**src/rtl/wp_pkg.sv**
```systemverilog
package wp_pkg;

  typedef struct packed {
    logic setWen;
    logic clrWen;
    logic capBp;
    logic commitBp;
  } wpStrobe_t;

  localparam int STS_BUSY_BIT = 0;
  localparam int STS_WEN_BIT  = 1;
  localparam int STS_BP_LO    = 2;
  localparam int STS_BP_HI    = 3;

endpackage

```
**src/rtl/wp_datapath.sv**
```systemverilog
module wp_datapath
  import wp_pkg::*;
#(
  parameter int         ADDR_W   = 9,
  parameter logic [1:0] BP_RESET = 2'b00
) (
  input  logic              clk,
  input  logic              rstN,
  input  wpStrobe_t         strobe,
  input  logic [ADDR_W-1:0] reqAddr,
  input  logic [1:0]        reqProtBits,
  input  logic              progBusy,
  output logic              wenQ,
  output logic              inFence,
  output logic [7:0]        statusByte
);

  localparam logic [ADDR_W-1:0] HALF_BASE    = {1'b1, {(ADDR_W-1){1'b0}}};
  localparam logic [ADDR_W-1:0] QUARTER_BASE = {2'b11, {(ADDR_W-2){1'b0}}};

  logic [1:0] bpQ;
  logic [1:0] bpPend;
  logic       pendValid;

  always_ff @(posedge clk) begin
    if (!rstN) begin
      wenQ      <= 1'b0;
      bpQ       <= BP_RESET;
      bpPend    <= 2'b00;
      pendValid <= 1'b0;
    end else begin
      if (strobe.clrWen)      wenQ <= 1'b0;
      else if (strobe.setWen) wenQ <= 1'b1;
      if (strobe.capBp) begin
        bpPend    <= reqProtBits;
        pendValid <= 1'b1;
      end else if (strobe.commitBp && pendValid) begin
        bpQ       <= bpPend;
        pendValid <= 1'b0;
      end
    end
  end

  always_comb begin
    unique case (bpQ)
      2'b00:   inFence = 1'b0;
      2'b01:   inFence = (reqAddr >= QUARTER_BASE);
      2'b10:   inFence = (reqAddr >= HALF_BASE);
      default: inFence = 1'b1;
    endcase
  end

  always_comb begin
    if (progBusy) begin
      statusByte = 8'hFF;
    end else begin
      statusByte                        = 8'h00;
      statusByte[STS_BP_HI:STS_BP_LO]   = bpQ;
      statusByte[STS_WEN_BIT]           = wenQ;
      statusByte[STS_BUSY_BIT]          = 1'b0;
    end
  end

  // completion always leaves the latch clear
  p_done_clears_wen_r8: assert property (@(posedge clk) disable iff (!rstN)
    strobe.commitBp |=> !wenQ);
  // the level only moves on a completion
  p_bp_only_on_commit_r7: assert property (@(posedge clk) disable iff (!rstN)
    !strobe.commitBp |=> $stable(bpQ));

endmodule

```
**src/rtl/wp_ctrl.sv**
```systemverilog
module wp_ctrl
  import wp_pkg::*;
(
  input  logic      clk,
  input  logic      rstN,
  input  logic      writeProtN,
  input  logic      cmdEnable,
  input  logic      cmdDisable,
  input  logic      reqArrayWr,
  input  logic      reqStatusWr,
  input  logic      progBusy,
  input  logic      progDone,
  input  logic      wenQ,
  input  logic      inFence,
  output wpStrobe_t strobe,
  output logic      grantArray,
  output logic      grantStatus
);

  logic idleOk;
  logic allowBase;
  logic arrOk;
  logic stsOk;

  assign idleOk    = !progBusy;
  assign allowBase = writeProtN && wenQ;
  assign arrOk     = idleOk && reqArrayWr && allowBase && !inFence;
  assign stsOk     = idleOk && reqStatusWr && !reqArrayWr && allowBase;

  always_comb begin
    strobe.setWen   = idleOk && cmdEnable;
    strobe.clrWen   = progDone || (idleOk && cmdDisable);
    strobe.capBp    = stsOk;
    strobe.commitBp = progDone;
  end

  always_ff @(posedge clk) begin
    if (!rstN) begin
      grantArray  <= 1'b0;
      grantStatus <= 1'b0;
    end else begin
      grantArray  <= arrOk;
      grantStatus <= stsOk;
    end
  end

  // never two grants together
  p_one_grant_r5: assert property (@(posedge clk) disable iff (!rstN)
    !(grantArray && grantStatus));
  // a grant needs the pin and the latch one cycle earlier
  p_grant_permitted_r5: assert property (@(posedge clk) disable iff (!rstN)
    (grantArray || grantStatus) |-> $past(writeProtN && wenQ));
  // an array grant never targets the fence
  p_grant_outside_fence_r6: assert property (@(posedge clk) disable iff (!rstN)
    grantArray |-> !$past(inFence));
  // no grant for a request made while busy
  p_grant_idle_r10: assert property (@(posedge clk) disable iff (!rstN)
    (grantArray || grantStatus) |-> !$past(progBusy));

endmodule

```
**src/rtl/wp_guard.sv**
```systemverilog
module wp_guard
  import wp_pkg::*;
#(
  parameter int         ADDR_W   = 9,
  parameter logic [1:0] BP_RESET = 2'b00
) (
  input  logic              clk,
  input  logic              rstN,
  input  logic              writeProtN,
  input  logic              cmdEnable,
  input  logic              cmdDisable,
  input  logic              reqArrayWr,
  input  logic [ADDR_W-1:0] reqAddr,
  input  logic              reqStatusWr,
  input  logic [1:0]        reqProtBits,
  input  logic              progBusy,
  input  logic              progDone,
  output logic              grantArray,
  output logic              grantStatus,
  output logic [7:0]        statusByte
);

  wpStrobe_t strobe;
  logic      wenQ;
  logic      inFence;

  wp_ctrl i_ctrl (
    .clk         (clk),
    .rstN        (rstN),
    .writeProtN  (writeProtN),
    .cmdEnable   (cmdEnable),
    .cmdDisable  (cmdDisable),
    .reqArrayWr  (reqArrayWr),
    .reqStatusWr (reqStatusWr),
    .progBusy    (progBusy),
    .progDone    (progDone),
    .wenQ        (wenQ),
    .inFence     (inFence),
    .strobe      (strobe),
    .grantArray  (grantArray),
    .grantStatus (grantStatus)
  );

  wp_datapath #(
    .ADDR_W   (ADDR_W),
    .BP_RESET (BP_RESET)
  ) i_datapath (
    .clk         (clk),
    .rstN        (rstN),
    .strobe      (strobe),
    .reqAddr     (reqAddr),
    .reqProtBits (reqProtBits),
    .progBusy    (progBusy),
    .wenQ        (wenQ),
    .inFence     (inFence),
    .statusByte  (statusByte)
  );

  // busy masks the status byte
  p_busy_mask_r4: assert property (@(posedge clk) disable iff (!rstN)
    progBusy |-> (statusByte == 8'hFF));

endmodule

```
**config.mk**
```make
export PLATFORM = sky130hd
export DESIGN_NAME = wp_guard
export DESIGN_NICKNAME = d
export VERILOG_FILES = /design/src/rtl/wp_pkg.sv /design/src/rtl/wp_datapath.sv /design/src/rtl/wp_ctrl.sv /design/src/rtl/wp_guard.sv
export SDC_FILE = /design/constraint.sdc
export NUM_CORES = 1
export LEC_CHECK = 0
export ABC_AREA = 1
export BUFFER_PORTS_ARGS = -buffer_cell sky130_fd_sc_hd__clkbuf_2
export CAP_MARGIN = 20
export CORE_AREA = 4 4 41 43
export CTS_CLUSTER_SIZE = 8
export DETAILED_ROUTE_END_ITERATION = 6
export DIE_AREA = 0 0 45 47
export PLACE_DENSITY = 0.77
export REMOVE_ABC_BUFFERS = 1
export SLEW_MARGIN = 20
export SYNTH_ARGS = -nofsm -noshare
export SYNTH_HDL_FRONTEND = slang
export SYNTH_HIERARCHICAL = 1
export SYNTH_SLANG_ARGS = --single-unit
```
**constraint.sdc**
```tcl
create_clock -name clk -period 1.5 [get_ports clk]
set_clock_uncertainty 0.05 [all_clocks]
set_input_delay 0.075 -clock clk [delete_from_list [all_inputs] [get_ports clk]]
set_output_delay 0.075 -clock clk [all_outputs]
set_load 0.03 [all_outputs]
```
==> results of run 1 <==
## report_power, final
group	internal, mW	switching (mW)
clock	0.0913	0.0691
sequential	0.214	0.000614
combinational	0.0283	0.0495
## repair_timing
action                                  CTS  global route
hold buffers                              1             0
endpoints found under the setup margin    0             0
hold endpoints to repair                  1             0
resized for setup                         0             0
## critical path, cell delays in order, from the launching register on
cell,delay (ns)
dfxtp_1,0.31
or2_2,0.29
clkbuf_2,0.18
## final timing paths
check                       start                   end  slack [ns]
max               i_datapath/wenQ         statusByte[1]        0.34
min                reqProtBits[0]  i_datapath/bpPend[0]        0.01
max reg2reg       i_datapath/wenQ     i_datapath/bpQ[1]        0.42
min reg2reg  i_datapath/bpPend[1]  i_datapath/bpPend[1]        0.41
## area by class of cell
class | instances | area, um^2
fill | 153 | 757
multi-input combinational | 38 | 174
sequential | 8 | 160
timing repair buffer | 23 | 120
inverter | 13 | 48.8
clock buffer | 3 | 22.5
tap | 15 | 18.8
## stage by stage
step                      setup slack, ns  hold WS (ns)
after global routing                0.275       0.00494
after CTS                           0.326        0.0131
final                               0.342        0.0134
after global placement              0.429         0.258
after detailed placement            0.427         0.264
after floorplan                     0.499         0.100
## sequential cells by signal, indices dropped and copies added (netlist names)
register	flops
i_ctrl/grantStatus	1
i_ctrl/grantArray	1
i_datapath/pendValid	1
i_datapath/bpQ	2
i_datapath/wenQ	1
i_datapath/bpPend	2
## kinds of logic (layout without fill, tap and decap cells)
logic type | count (synthesis) | in the layout | synth area share
buffers and inverters | 20 | 39 | 0.233
AO/OA/AOI/OAI | 4 | 4 | 0.0517
AND/OR/NAND/NOR | 34 | 34 | 0.348
flip-flops | 8 | 8 | 0.368
## synthesized netlist by cell type
| cell | n |
|---|---|
| nor2_2 | 4 |
| buf_4 | 7 |
| nand2_1 | 15 |
| dfxtp_1 | 8 |
| nor3_2 | 1 |
| o21ai_1 | 2 |
| nor2_1 | 11 |
| or2_2 | 1 |
| and2_1 | 1 |
| nand2_2 | 1 |
| o21bai_1 | 1 |
| a21oi_1 | 1 |
| inv_2 | 1 |
| inv_1 | 12 |
## layout by cell type (no fill, tap or decap), drive strengths merged
| cell type | n |
|---|---|
| nand2 | 16 |
| o21ai | 2 |
| and2 | 1 |
| or2 | 1 |
| dlygate4sd3 | 1 |
| clkbuf | 25 |
| a21oi | 1 |
| nor3 | 1 |
| inv | 13 |
| o21bai | 1 |
| dfxtp | 8 |
| nor2 | 15 |
## layer usage
metal	up-vias	GRT usage
met4	0	0.0351
met5	-	0
li1	223	-
met1	159	0.101
met2	15	0.147
met3	3	0.0690
==> flow_summary.toml, run 1 <==
[outcome]
status = "completed"

[cells_and_area]
design_area_um2 = 544
final_nets = 107
num_antenna_cells = 0
drive_gt1_frac = 0.388
area_delta_synth_final_pct = 25.0
fin_cells = 100
final_util = 0.418

[synth]
synth_seq_cells = 8
synth.largest_area_cell = "dfxtp_1"
synthTopCellsByArea = "dfxtp_1 (37%), nand2_1 (13%), buf_4 (12%), inv_1 (10%), nor2_1 (9.5%)"
yosysTopAreaCellShare = 0.368
seq_area_frac_synth = 0.368
yosys_warnings = 6
syn_inst = 66
synth_area_um2 = 435
synth.avg_cell_area_um2 = 6.60
synthDistinctLibCells = 14

[detailed_routing]
dr_wl_met2_um = 337
topRoutingLayerUsed = "met4"
wl_um = 764
dr.first_iter.drc_count = 6
wl_met3_um = 100
via_count = 400
ant_nets = 0
drt-wirelength-per-cell_um = 7.64
met1Wirelength_um = 315
routed_via_density = 4.00
drc = 0
dr.pass1.iters = 4

[placed_design]
io_buffers = 22
dpl_cell_area_um2 = 512
place_congestion = 0.664
dp_hpwl_um = 656
dp.cells = 96

[global_route]
grt_pass1_wl_um = 1410
grt_pass1_vias = 389
grt_max_degree = 11
antenna_found_initial = 0
track_usage = 0.0952
grt_overflow = 0

[sta]
period_needed_ns = 1.16
rsz0062_at_grt = "false"
tns_ns = 0
setup_viol = 0
fmax_ghz = 0.864
slew_violations = 0
worst_pin_slew_ns = 0.175
relSlewSlack = 0.884
hold_viol = 0
fin_crit_sh = 0.772

[setup_path]
worstSetupPathType = "reg2out"
start_kind = "flop"
path_max_fanout = 3
end_kind = "primary output"
crit_arrival_ns = 1.03
required_ns = 1.37
reg2reg_depth = 7

[floorplan]
fp.dieH_um = 47
die_width_um = 45
dieArea_mm2 = 0.00212
ios = 30
start_util = 0.335
rows = 13
core_mm2 = 0.00130

[pwr]
leakage_nw = 0.321
power.density_mw_per_mm2 = 832
ir_drop_v = 0.000411
finalPower_mw = 0.453

[min_path]
worstHoldPathCells = 3
hold_class = "in2reg"

[clock_tree]
path_clk_slew_ns = 0.05
cts.sink_count = 8
cts_buffers = 3
htreeDepth = 1
cts_tree = "done"
cts-root-buf = "clkbuf_4"
cts.path.max_buffers = 2
cts_setup_buffers = 0
worstSkewPairLatency_ns = 0.25

[run]
cap_viol_max_count = 0
(Power assumes the default switching activity.)
==> run 2, diff against run 1 <==
--- a/config.mk
+++ b/config.mk
@@ -12,7 +12,7 @@
 export CTS_CLUSTER_SIZE = 8
 export DETAILED_ROUTE_END_ITERATION = 6
 export DIE_AREA = 0 0 45 47
-export PLACE_DENSITY = 0.77
+export PLACE_DENSITY = 0.79
 export REMOVE_ABC_BUFFERS = 1
 export SLEW_MARGIN = 20
 export SYNTH_ARGS = -nofsm -noshare
==> constraint.sdc (replaced) <==
create_clock -name clk -period 1 [get_ports clk]
set_clock_uncertainty 0.05 [all_clocks]
set_input_delay 0.05 -clock clk [delete_from_list [all_inputs] [get_ports clk]]
set_output_delay 0.05 -clock clk [all_outputs]
set_load 0.03 [all_outputs]
==> run 2 against run 1 <==
  * The run now ends with negative setup slack left
  * Critical path type unchanged
  * First-iteration DRC count grew 33%
  * Hold slack gained 0.035 ns
  * Non-clock buffer count grew 4
  * Worst setup slack lost 0.48 ns
  * Sequential share of layout area shrank 3.9 points
  * Highest routed layer is now met3
  * Critical endpoint unchanged
  * Total power grew 56%
  * Global-route usage grew 2.2 points
  * Register-to-register slack lost 0.44 ns
  * Die area is the same
==> flow_summary.toml, run 2 (same netlist as run 1, synthesis figures left out) <==
[outcome]
status = "finished with violations"
violations = "negative setup slack"

[clock_tree]
worstSkewPairLatency_ns = 0.25
cts_buffers = 3
htreeDepth = 1
cts.path.max_buffers = 2
cts_setup_buffers = 0
cts-root-buf = "clkbuf_4"
path_clk_slew_ns = 0.05
cts_tree = "done"
cts.sink_count = 8

[global_route]
grt_max_degree = 8
grt_pass1_vias = 444
grt_overflow = 0
grt_pass1_wl_um = 1700
antenna_found_initial = 0
track_usage = 0.117

[detailed_routing]
drt-wirelength-per-cell_um = 9.15
dr.first_iter.drc_count = 8
dr.pass1.iters = 2
via_count = 445
ant_nets = 0
wl_um = 952
routed_via_density = 4.28
drc = 0

[cells_and_area]
num_antenna_cells = 0
area_delta_synth_final_pct = 47.7
final_nets = 111
top_regs = "i_datapath/bpPend (2), i_datapath/bpQ (2)"
mostFrequentLayoutCells = "clkbuf_2 (19), nand2_1 (15), inv_1 (10)"
seq_area_um2 = 164
drive_gt1_frac = 0.551
multi_input_area_um2 = 205
final_common_cell = "clkbuf_2"
fill_cells = 137

[floorplan]
die_width_um = 45
start_util = 0.335
core_mm2 = 0.00130
fp.dieH_um = 47
dieArea_mm2 = 0.00212
rows = 13
ios = 30

[sta]
fin_ws_ns = -0.140
fmax_ghz = 0.877
relSlewSlack = 0.883
holdWs_ns = 0.0489
fin_crit_sh = 1.14
worst_pin_slew_ns = 0.176
period_needed_ns = 1.14
tns_ns = -0.193
slew_violations = 0
rsz0062_at_grt = "true"
setup_viol = 5
hold_viol = 0

[setup_path]
slowest_stage = "dfxtp_2"
start_kind = "flop"
critical_path_buf_inv_count = 2
crit_chain = "buf_6 > or2_4 > buf_8"
critPathTopFamily = "flip-flops"
path_max_fanout = 2
critPathMaxStageDelay_ns = 0.32
worstSetupPathType = "reg2out"
end_kind = "primary output"
required_ns = 0.90
crit_arrival_ns = 1.04

[placed_design]
dp_hpwl_um = 702
place_ws_ns = -0.0451
place_congestion = 0.667
io_buffers = 22

[pwr]
leakage_nw = 0.354
power.density_mw_per_mm2 = 1100
ir_drop_v = 0.000706

[run]
cap_viol_max_count = 0

[min_path]
hold_class = "in2reg"
## run 2: layout make-up
| class | count | area share |
|---|---|---|
| flip-flops and latches | 8 | 0.255 |
| well taps | 15 | 0.0292 |
| clock buffers | 3 | 0.0350 |
| repair buffers | 27 | 0.278 |
| multi-input cells | 38 | 0.319 |
| inverters | 13 | 0.0837 |
## run 2: final timing paths
kind | slack [ns] | cells after the start | start | to
hold reg to reg | 0.43 | 2 | i_datapath/pendValid | i_datapath/pendValid
setup / recovery | -0.14 | 3 | i_datapath/wenQ | statusByte[1]
setup reg to reg | -0.02 | 7 | i_datapath/wenQ | i_datapath/bpPend[0]
hold / removal | 0.05 | 4 | progDone | i_datapath/pendValid
## run 2: per-layer routing
layer / global-route usage / vias up / share of wire
li1: - / 233 / -
met1: 0.100 / 197 / 0.35
met2: 0.218 / 15 / 0.58
met3: 0.0690 / 0 / 0.078
met4: 0.0526 / 0 / 0
met5: 0 / - / 0
## run 2: power by group
| part | internal (mW) | leakage (nW) | switching (mW) |
|---|---|---|---|
| logic | 0.0627 | 0.274 | 0.0825 |
| registers | 0.321 | 0.0660 | 0.00115 |
| clock network | 0.137 | 0.0138 | 0.103 |
## run 2: per-stage QoR
| step | util | area (um^2) | instances | total power, mW |
|---|---|---|---|---|
| after global placement | 0.411 | 534 | 99 | 0.447 |
| after global routing | 0.494 | 643 | 104 | 0.753 |
| final | 0.494 | 643 | 104 | 0.708 |
| after CTS | 0.466 | 607 | 104 | 0.713 |
| after floorplan | - | 383 | 59 | 0.371 |
| after detailed placement | 0.411 | 534 | 99 | 0.449 |
## run 2: worst reg2reg max path: stages, from the launching register on
cell and delay, ns:
dfxtp_2 0.33, nand2_1 0.06, nor2_2 0.10, nand2_2 0.08, inv_4 0.10, inv_4 0.05
o21ai_2 0.10, nor2_1 0.04
## run 2: repair_timing
item                                    4_1_cts  5_1_grt
resized for setup                            12       16
hold endpoints to repair                      2        0
hold buffers                                  2        0
endpoints found under the setup margin        6        8
pin swaps                                     8        4
